## src/rtl/chg_pkg.sv

```systemverilog
package chg_pkg;
  typedef enum logic [2:0] {
    ST_OFF   = 3'd0,
    ST_PRE   = 3'd1,
    ST_FAST  = 3'd2,
    ST_DONE  = 3'd3,
    ST_FAULT = 3'd4
  } chg_state_e;

  // indices of the qualified conditions
  localparam int unsigned QI_LOW  = 0;
  localparam int unsigned QI_TERM = 1;
  localparam int unsigned QI_RCH  = 2;
  localparam int unsigned QI_LOOP = 3;
  localparam int unsigned NQ      = 4;
endpackage

```

## src/rtl/chg_qual.sv

```systemverilog
module chg_qual #(
  parameter int unsigned LEN = 3,
  parameter int unsigned CW  = $clog2(LEN + 1)
) (
  input  logic clk,
  input  logic rst_n,
  input  logic tick,
  input  logic cond,
  output logic hit
);
  logic [CW-1:0] cnt;

  always_ff @(posedge clk) begin
    if (!rst_n)                       cnt <= '0;
    else if (!cond)                   cnt <= '0;
    else if (tick && cnt != CW'(LEN)) cnt <= cnt + 1'b1;
  end

  assign hit = (cnt == CW'(LEN));

  // a qualified level needs its condition present at the edge before
  hit_needs_cond_chk: assert property (@(posedge clk) disable iff (!rst_n)
    hit |-> $past(cond));

  // qualification completes only on a tick
  hit_on_tick_chk: assert property (@(posedge clk) disable iff (!rst_n)
    $rose(hit) |-> $past(tick));
endmodule

```

## src/rtl/chg_safety_tmr.sv

```systemverilog
module chg_safety_tmr #(
  parameter int unsigned FAST_TO = 20,
  parameter int unsigned PRE_DIV = 10,
  parameter int unsigned TW      = $clog2(3 * FAST_TO + 1)
) (
  input  logic clk,
  input  logic rst_n,
  input  logic tick,
  input  logic clr,
  input  logic in_pre,
  input  logic in_fast,
  input  logic pause_req,
  output logic expired
);
  localparam int unsigned PRE_TO = FAST_TO / PRE_DIV;

  logic [TW-1:0] lim;
  logic [TW-1:0] run;
  logic [TW-1:0] ext;
  logic          active;
  logic          pausing;

  assign active  = in_pre | in_fast;
  assign lim     = in_pre ? TW'(PRE_TO) : (in_fast ? TW'(FAST_TO) : '0);
  assign pausing = pause_req && ({1'b0, ext} < {lim, 1'b0});

  always_ff @(posedge clk) begin
    if (!rst_n || clr || !active) begin
      run <= '0;
      ext <= '0;
    end else if (tick) begin
      if (pausing)        ext <= ext + 1'b1;
      else if (run < lim) run <= run + 1'b1;
    end
  end

  assign expired = active && (run >= lim);


  run_hold_chk: assert property (@(posedge clk) disable iff (!rst_n)
    (active && !clr && tick && pause_req && ({1'b0, ext} < {lim, 1'b0})) |=> $stable(run));


  expire_on_tick_chk: assert property (@(posedge clk) disable iff (!rst_n)
    ($rose(expired) && $past(active)) |-> $past(tick));
endmodule

```

## src/rtl/chg_fsm.sv

```systemverilog
module chg_fsm
  import chg_pkg::*;
(
  input  logic       clk,
  input  logic       rst_n,
  input  logic       en,
  input  logic       pwr_ok,
  input  logic       ot,
  input  logic       bat_ok,
  input  logic       low_q,
  input  logic       term_q,
  input  logic       rch_q,
  input  logic       expired,
  output chg_state_e st,
  output logic       tmr_clr
);
  chg_state_e nxt;

  always_comb begin
    nxt = st;
    if (!en || !pwr_ok) begin
      nxt = ST_OFF;
    end else if (st == ST_FAULT) begin
      nxt = ST_FAULT;
    end else if (ot) begin
      nxt = ST_OFF;
    end else begin
      case (st)
        ST_OFF:  nxt = ST_PRE;
        ST_PRE:  nxt = expired ? ST_FAULT : (bat_ok ? ST_FAST : ST_PRE);
        ST_FAST: begin
          if (expired)     nxt = ST_FAULT;
          else if (low_q)  nxt = ST_PRE;
          else if (term_q) nxt = ST_DONE;
          else             nxt = ST_FAST;
        end
        ST_DONE: nxt = rch_q ? ST_PRE : ST_DONE;
        default: nxt = ST_OFF;
      endcase
    end
  end

  assign tmr_clr = (nxt != st);

  always_ff @(posedge clk) begin
    if (!rst_n) st <= ST_OFF;
    else        st <= nxt;
  end


  off_force_chk: assert property (@(posedge clk) disable iff (!rst_n)
    !(en && pwr_ok) |=> st == ST_OFF);


  fault_hold_chk: assert property (@(posedge clk) disable iff (!rst_n)
    (st == ST_FAULT && en && pwr_ok) |=> st == ST_FAULT);


  ot_off_chk: assert property (@(posedge clk) disable iff (!rst_n)
    (en && pwr_ok && ot && st != ST_FAULT) |=> st == ST_OFF);


  expire_fault_chk: assert property (@(posedge clk) disable iff (!rst_n)
    (en && pwr_ok && !ot && expired && (st == ST_PRE || st == ST_FAST)) |=> st == ST_FAULT);
endmodule

```

## src/rtl/chg_seq.sv

```systemverilog
module chg_seq
  import chg_pkg::*;
#(
  parameter int unsigned QUAL_TICKS    = 45,
  parameter int unsigned LOOP_TICKS    = 1,
  parameter int unsigned FAST_TO_TICKS = 36000000,
  parameter int unsigned PRE_DIV       = 10
) (
  input  logic       clk,
  input  logic       rst_n,
  input  logic       tick_i,
  input  logic       chg_enable_i,
  input  logic       pwr_ok_i,
  input  logic       bat_ok_i,
  input  logic       iterm_low_i,
  input  logic       vreg_mode_i,
  input  logic       bat_rch_i,
  input  logic       loop_act_i,
  input  logic       over_temp_i,
  output logic       chg_en_o,
  output logic       pre_sel_o,
  output logic [2:0] state_o,
  output logic       loop_flag_o
);
  chg_state_e    st;
  logic          tmr_clr;
  logic          expired;
  logic [NQ-1:0] qcond;
  logic [NQ-1:0] qhit;

  assign qcond[QI_LOW]  = (st == ST_FAST) && !bat_ok_i;
  assign qcond[QI_TERM] = (st == ST_FAST) && iterm_low_i && vreg_mode_i;
  assign qcond[QI_RCH]  = (st == ST_DONE) && bat_rch_i;
  assign qcond[QI_LOOP] = loop_act_i;

  for (genvar g = 0; g < NQ; g++) begin : g_qual
    localparam int unsigned LEN = (g == QI_LOOP) ? LOOP_TICKS : QUAL_TICKS;
    chg_qual #(.LEN(LEN)) u_qual (
      .clk  (clk),
      .rst_n(rst_n),
      .tick (tick_i),
      .cond (qcond[g]),
      .hit  (qhit[g])
    );
  end

  chg_safety_tmr #(.FAST_TO(FAST_TO_TICKS), .PRE_DIV(PRE_DIV)) u_tmr (
    .clk      (clk),
    .rst_n    (rst_n),
    .tick     (tick_i),
    .clr      (tmr_clr),
    .in_pre   (st == ST_PRE),
    .in_fast  (st == ST_FAST),
    .pause_req(loop_act_i),
    .expired  (expired)
  );

  chg_fsm u_fsm (
    .clk    (clk),
    .rst_n  (rst_n),
    .en     (chg_enable_i),
    .pwr_ok (pwr_ok_i),
    .ot     (over_temp_i),
    .bat_ok (bat_ok_i),
    .low_q  (qhit[QI_LOW]),
    .term_q (qhit[QI_TERM]),
    .rch_q  (qhit[QI_RCH]),
    .expired(expired),
    .st     (st),
    .tmr_clr(tmr_clr)
  );

  assign chg_en_o    = (st == ST_PRE) || (st == ST_FAST);
  assign pre_sel_o   = (st == ST_PRE);
  assign state_o     = st;
  assign loop_flag_o = qhit[QI_LOOP];


  pre_implies_en_chk: assert property (@(posedge clk) disable iff (!rst_n)
    pre_sel_o |-> chg_en_o);
endmodule

```

## config.mk

```make
export PLATFORM = sky130hd
export DESIGN_NAME = chg_seq
export DESIGN_NICKNAME = d
export VERILOG_FILES = /design/src/rtl/chg_pkg.sv /design/src/rtl/chg_qual.sv /design/src/rtl/chg_safety_tmr.sv /design/src/rtl/chg_fsm.sv /design/src/rtl/chg_seq.sv
export SDC_FILE = /design/constraint.sdc
export NUM_CORES = 1
export LEC_CHECK = 0
export BUFFER_PORTS_ARGS = -buffer_cell sky130_fd_sc_hd__buf_4
export CAP_MARGIN = 30
export CORE_MARGIN = 5
export CORE_UTILIZATION = 50
export DETAILED_ROUTE_END_ITERATION = 10
export PLACE_DENSITY = 0.68
export SLEW_MARGIN = 20
export SYNTH_ARGS = -nofsm -noshare
export SYNTH_HDL_FRONTEND = slang
export SYNTH_HIERARCHICAL = 1
export SYNTH_SLANG_ARGS = --single-unit
```

## constraint.sdc

```tcl
create_clock -name clk -period 10.21 [get_ports clk]
set_input_delay 1.021 -clock clk [delete_from_list [all_inputs] [get_ports clk]]
set_output_delay 1.021 -clock clk [all_outputs]
set_load 0.03 [all_outputs]
```

# ---- Yosys cells after proc, flatten, opt, wreduce, memory -nomap -nowiden
# Cells that the tools add are included.
dict set report word_totals {
  ff_bits 76
  inputBits 11
  output_inout_bits 6
  elab_cells 68
}
dict set report op_classes {
  n_addsub 6
  order_cmp 3
  eq_ne 11
  muxes 12
  bitwise_logic 3
  n_reduce_logical 26
}
# operator count
set ops {}
lappend ops {{adder 27 x 1 -> 27 bit, second input constant} 2}
lappend ops {{< comparator 27 x 28 -> 1 bit} 1}
lappend ops {{greater-or-equal comparator 27 bit} 1}
lappend ops {{< comparator 27 bit} 1}
lappend ops {{two-way mux 27 bit} 1}
lappend ops {{two-way mux 26 bit} 1}
lappend ops {{adder 6 x 1 -> 6 bit, second input constant} 3}
lappend ops {{== test 6 bit, second input constant} 3}
lappend ops {{two-way mux 3 bit} 6}
lappend ops {{inequality test 6 bit, second input constant} 3}
lappend ops {{one-hot mux 3 bit (4 select lines)} 1}
lappend ops {{logical AND 1 bit} 10}
lappend ops {{AND reduction 2 bit} 5}
lappend ops {{== test 3 x 2 -> 1 bit, second input constant} 2}
lappend ops {{zero test 1 bit} 5}
lappend ops {{logical OR 1 bit} 4}
lappend ops {{two-way mux 2 bit} 2}
lappend ops {{== test 3 x 1 -> 1 bit, second input constant} 1}
lappend ops {{== test 3 bit, second input constant} 1}
lappend ops {{zero test 3 bit} 1}
lappend ops {{inequality test 3 bit} 1}
lappend ops {{AND reduction 3 bit} 1}
lappend ops {{inverter 1 bit} 2}
lappend ops {{adder 1 bit, second input constant} 1}
lappend ops {{2 further kinds} 2}

# ---- Depth between registers and ports, before layout
dict set report logic_depth {
  word_depth 13
  ltp_mapped 22
}

# ---- Hierarchy
# Netlist, hierarchy kept.
# module n_inst cells_per_inst area_each_um2 seq_area_each_um2
set modules_own_cells {}
lappend modules_own_cells {chg_safety_tmr 1 445 3509.6 1081.0}
lappend modules_own_cells {{chg_qual at g_qual[0].u_qual ...} 3 35 322.8 120.1}
lappend modules_own_cells {chg_fsm 1 35 305.3 60.1}
lappend modules_own_cells {chg_seq 1 7 61.3 0.0}
lappend modules_own_cells {{chg_qual at g_qual[3].u_qual} 1 2 30.0 20.0}

# ---- Worst setup path after synthesis
# OpenSTA, ideal clock, no wires.
dict set report synth_path {
  path_type {register to register}
  from {register u_fsm.st[0]}
  to {register u_tmr.ext[8]}
  setup_ns 0.059
  t_arrival_ns 6.349
  required_ns 10.151
  setup_slack_ns 3.802
  stages_incl_launch_ff 22
  path_buffers 3
  synth_period_minus_slack_ns 6.408
  cell_sequence {dfxtp_1 -> nor3b_1 -> inv_1 -> nand2_1 -> ha_1 -> nand3_1 -> nand2_1 -> maj3_2 -> a2111o_1 -> a21o_1 -> clkbuf_1 -> clkbuf_1 -> a31oi_1 -> nor2_1 -> nor2_1 -> o21ai_2 -> a222oi_1 -> nand2_1 -> or3b_2 -> clkbuf_1 -> or4_1 -> nand2_1}
}
# element line_no
set synth_rtl {}
lappend synth_rtl {{from (decl)} chg_fsm.sv:14} ;# output chg_state_e st,
lappend synth_rtl {{from (signal assigned)} chg_fsm.sv:47} ;# else st <= nxt;
lappend synth_rtl {{== test 3 x 1 -> 1 bit *} n/a}
lappend synth_rtl {{net pre_sel_o} chg_seq.sv:21} ;# output logic pre_sel_o,
lappend synth_rtl {{two-way mux 27 bit} chg_safety_tmr.sv:24} ;# assign lim = in_pre ? TW'(PRE_TO) : (in_fast ? TW'(FAST_TO) : '0);
lappend synth_rtl {{greater-or-equal comparator 27 bit} chg_safety_tmr.sv:37} ;# assign expired = active && (run >= lim);
lappend synth_rtl {{logical AND 1 bit *} chg_safety_tmr.sv:37}
lappend synth_rtl {{net expired} chg_seq.sv:27} ;# logic expired;
lappend synth_rtl {{two-way mux 3 bit (on tied branches)} {chg_fsm.sv:32, chg_fsm.sv:30}}
lappend synth_rtl {{one-hot mux 3 bit (4 select lines) *} chg_fsm.sv:28} ;# case (st)
lappend synth_rtl {{two-way mux 3 bit *} chg_fsm.sv:25} ;# end else if (ot) begin
lappend synth_rtl {{two-way mux 3 bit *} chg_fsm.sv:23} ;# end else if (st == ST_FAULT) begin
lappend synth_rtl {{two-way mux 3 bit *} chg_fsm.sv:21} ;# if (!en || !pwr_ok) begin
lappend synth_rtl {{inequality test 3 bit *} chg_fsm.sv:43} ;# assign tmr_clr = (nxt != st);
lappend synth_rtl {{net tmr_clr} chg_seq.sv:26} ;# logic tmr_clr;
lappend synth_rtl {{logical OR 1 bit * (2 in a row)} chg_safety_tmr.sv:28} ;# if (!rst_n || clr || !active) begin
lappend synth_rtl {{to (signal assigned)} chg_safety_tmr.sv:32} ;# if (pausing) ext <= ext + 1'b1;
lappend synth_rtl {{to (decl)} chg_safety_tmr.sv:19} ;# logic [TW-1:0] ext;
# The timed path passes the listed nets; every way through them passes the cells marked *.
# A chain may end at the register's enable or synchronous reset.

# ---- Worst setup path after layout
dict set report layout_path {
  from {register u_fsm.st[0]}
  to {register u_tmr.ext[9]}
}
dict set report layout_via {
  elab_chain_cells 13
}
# element line_no
set layout_lines {}
lappend layout_lines {{== test 3 x 2 -> 1 bit} chg_seq.sv:53} ;# .in_fast (st == ST_FAST),
lappend layout_lines {{two-way mux 26 bit} chg_safety_tmr.sv:24}
lappend layout_lines {{two-way mux 27 bit} chg_safety_tmr.sv:24}
lappend layout_lines {{greater-or-equal comparator 27 bit} chg_safety_tmr.sv:37}
lappend layout_lines {{logical AND 1 bit *} chg_safety_tmr.sv:37}
lappend layout_lines {{net expired} chg_seq.sv:27}
lappend layout_lines {{two-way mux 3 bit (on tied branches)} {chg_fsm.sv:32, chg_fsm.sv:30}}
lappend layout_lines {{one-hot mux 3 bit (4 select lines) *} chg_fsm.sv:28}
lappend layout_lines {{two-way mux 3 bit *} chg_fsm.sv:25}
lappend layout_lines {{two-way mux 3 bit *} chg_fsm.sv:23}
lappend layout_lines {{two-way mux 3 bit *} chg_fsm.sv:21}
lappend layout_lines {{inequality test 3 bit *} chg_fsm.sv:43}
lappend layout_lines {{net tmr_clr} chg_seq.sv:26}
lappend layout_lines {{logical OR 1 bit * (2 in a row)} chg_safety_tmr.sv:28}
# Marked as above.

==> key figures <==
Run status
  – Status: finished clean

Critical path
  – CP required: ~11 ns
  – Startpoint type of the worst setup path: flop
  – Crit path kind: flop to flop
  – R2R depth: 20
  – CP max stage cell: dfxtp_1
  – Worst-path cell chain: nor3b_1 -> inv_1 -> nand2_1 -> ha_1 -> and4_1 -> nand4_1 -> a211oi_1 -> a2111o_1 -> a21o_1 -> buf_4 -> a31oi_1 -> nor2_1 -> nor4b_1 -> mux2_2 -> a222oi_1 -> nand2_1 -> or3b_2 -> buf_16 -> or4_1 -> nand2_1
  – CP Max Fanout: between 40 and 50
  – Buf+Inv Stages, Crit Path: 3
  – Critical Path Most Common Cell: nand2_1
  – RR Startpoint: u_fsm/st[0]
  – Top cell family by delay on the critical path: simple AND/OR/NAND/NOR gates
  – Internal reg-to-reg setup slack: 3.60 ns
  – Kind of end point of the critical path: flop
  – Reg-to-Reg End: u_tmr/ext[9]
  – Crit path DAT: approximately 6.9 ns
  – Max incr delay on CP: slightly above 0.7 ns

Power and ir drop
  – Switch share: 24.2%
  – Seq pwr share: 48.9%
  – Pleak: slightly below 2 nW
  – Psw: between 0.1 and 0.15 mW
  – Maximum vdd ir drop: 0.0000740 V
  – Final Power: ~0.6 mW
  – Gate power share: ~8%
  – PwrDens: ~110 nW/µm²
  – Clk pwr share: 43.1%
  – Int Pwr: ~0.46 mW

GRT
  – Largest net degree at the start of global routing: a little over 50
  – Initial antenna violation count: 0
  – Global route overflow: 0
  – First-pass GRT wire length: 20,200 µm
  – GRT Resource Usage Total: approximately a fifth
  – Vias in the first global route: around 4,300

Timing
  – Final setup vio count: 0
  – Min cycle time layout: 6.61 ns
  – Final period util: ~65%
  – Max-slew violations: 0
  – Layout Skew: ~0.011 ns
  – Max-slew headroom: 45.3%
  – Max frequency: 151 MHz
  – Slew @ Worst Pin: just over 0.8 ns
  – Final hold vios: 0
  – RSZ-0062 raised after global routing: no
  – Setup Total Neg Slack: 0 ns

CTS
  – Root buffer cell: clkbuf_8
  – H-tree levels: 3
  – # resized after CTS: 0
  – Clock transition at the registers of the reported paths: roughly 0.080 ns
  – Clk_lat worst skew: 0.37 ns
  – TritonCTS buffer count: 9
  – Hold bufs inserted after CTS: 0
  – CTS Buffer Depth: 2
  – Postcts setup bufs: 0
  – Clock sinks: 76
  – CTS tree: yes

Synth
  – Post-synth top area cell: dfxtp_1
  – Post-synthesis cell type count: 64
  – Area share of the largest cell type after synthesis: 31.2%
  – Yosys reg bits: 76
  – Post-synthesis sequential area ratio: between 30% and 40%
  – Post-synthesis async set-or-reset flop share: 0%
  – Main flop type after synthesis: dfxtp_1
  – Post-synth EDFFs: 0
  – Largest cells by area after synthesis: dfxtp_1 (31%), ha_1 (9.5%), or4_1 (5.4%), a21oi_1 (4.9%), nand2_1 (4.8%)
  – Synth Area per Inst: ~8.2 µm²
  – Syn Nets: approximately 640
  – Synth warnings: 6
  – Syn Inst Count: roughly 590
  – Netlist Area Pre-Place: approximately 5000 µm²

Finish
  – Non-filler cells, final: about 740
  – N_diodes: 0
  – NumNets Final: 650
  – Commonest non-fill, non-tap cell in the layout: dfxtp_1
  – Most frequent cells in the layout: dfxtp_1 (76), nand2_1 (62), a21oi_1 (48), ha_1 (37), or4_1 (35)
  – Share of layout cells above drive strength 1: approximately a tenth
  – Area grow syn2layout: 9.78%

Route
  – DR vias/cell: 6.30
  – DRT Pass-1 Iters: 4
  – # DRC: 0
  – 1st-iter DRT viols: 393
  – Antenna-violating nets left: 0
  – WL per Instance: about 16 µm
  – DRT Wirelength: about 12,000 µm
  – DR vias: 4,656

Die
  – IO Pins: 17
  – Starting density of the core: between 50% and 60%
  – Die Y: between 100 and 150 µm
  – Die width: 109 µm
  – CORE AREA: 9640 µm²
  – Row count: 36
  – Die ar.: roughly 12,000 µm²

Hold path
  – Hold Path Cell Cnt: 2
  – Hold Path End: u_tmr/ext[1]
  – Hold crit path type: flop to flop
  – Hold_sp: u_tmr/ext[1]

Placed design
  – Input/output buffers: 16
  – GP Congestion: a little over 0.9
  – Dpl cells: just over 700
  – Dpl hpwl: 8220 µm

Run
  – Max Cap Viol: 0
cells in the mapped netlist (4+ instances only):
library cell	count
nand2_1	62
o21bai_1	4
ha_1	37
o211ai_1	16
a21oi_1	48
a211oi_1	4
a31oi_1	6
clkbuf_1	21
mux2i_1	9
nor3_1	12
nor2_1	29
o21ai_0	13
nor4_1	4
and3_1	9
or3_1	13
and4_1	6
nor3b_1	6
nor2b_1	5
xnor2_1	6
o21ai_1	11
nand4_1	21
nand2b_1	4
dfxtp_1	76
inv_1	17
o31ai_1	22
or4_1	35
and2_1	5
nand3_1	33
cell families (layout without fill, tap and decap cells):
family,count (synthesis),after routing,share of synthesized area (%)
muxes,11,11,2.31
AOI/OAI and AO/OA,151,151,20.4
buffers and inverters,44,56,3.75
and+or+nand+nor,267,267,31.3
adders and majority gates,38,38,9.73
xor gates and xnor gates,7,7,1.26
DFF,76,76,31.2
sequential cells by signal (all words and copies together) (netlist names):
register / flops
g_qual.u_qual/hit: 1
u_tmr/run: 27
u_tmr/ext: 27
g_qual.u_qual/cnt: 18
u_fsm/st: 3
worst reg2reg max path: stages (launching register included):
cell and delay [ns]:
dfxtp_1 0.72, nor3b_1 0.66, inv_1 0.46, nand2_1 0.39
ha_1 0.20, and4_1 0.21, nand4_1 0.15, a211oi_1 0.28
a2111o_1 0.17, a21o_1 0.11, buf_4 0.36, a31oi_1 0.09
nor2_1 0.34, nor4b_1 0.10, mux2_2 0.29, a222oi_1 0.31
nand2_1 0.13, or3b_2 0.72, buf_16 0.27, or4_1 0.52
nand2_1 0.08
per-layer routing:
metal  global-route usage, %  vias up  wire length (µm)
li1                        -     2293                 -
met5                       0        -                 0
met1                    27.3     2224              5490
met3                    2.78       18               550
met2                    35.8      121              5660
met4                    9.20        0               230
metrics by stage:
stage	util [%]	setup slack [ns]	area [µm²]	hold WS [ns]
final	55.5	3.60	5350	0.476
after global routing	55.5	3.04	5350	0.528
after CTS	55.0	3.60	5310	0.479
after floorplan	-	3.80	4870	0.448
after detailed placement	52.7	3.64	5080	0.468
after global placement	52.6	3.99	5070	0.462
worst max path at each step:
| stage | start | to | slack (ns) | cells after the start |
|---|---|---|---|---|
| after floorplan | u_fsm/st[0] | u_tmr/ext[8] | 3.80 | 21 |
| after global placement | u_fsm/st[0] | u_tmr/ext[6] | 3.99 | 19 |
| after detailed placement | u_fsm/st[0] | u_tmr/ext[4] | 3.64 | 19 |
| after CTS | u_fsm/st[0] | u_tmr/ext[4] | 3.60 | 19 |
| after global routing | u_fsm/st[0] | u_tmr/ext[9] | 3.04 | 20 |
| final | u_fsm/st[0] | u_tmr/ext[9] | 3.60 | 20 |
power groups by stage:
stage	combinational [mW]	sequential [mW]	clock, mW
floorplan	0.0315	0.304	0
global placement	0.0454	0.304	0
detailed placement	0.0466	0.304	0
CTS	0.0470	0.297	0.269
global route	0.0533	0.297	0.281
finish	0.0486	0.297	0.262
layout make-up:
class	count	area [µm²]
multi-input combinational	474	3180
fill	914	4290
sequential	76	1520
tap	133	166
timing repair buffer	23	196
inverter	18	67.6
clock buffer	11	151
clock inverter	4	72.6
(Power assumes the default switching activity.)
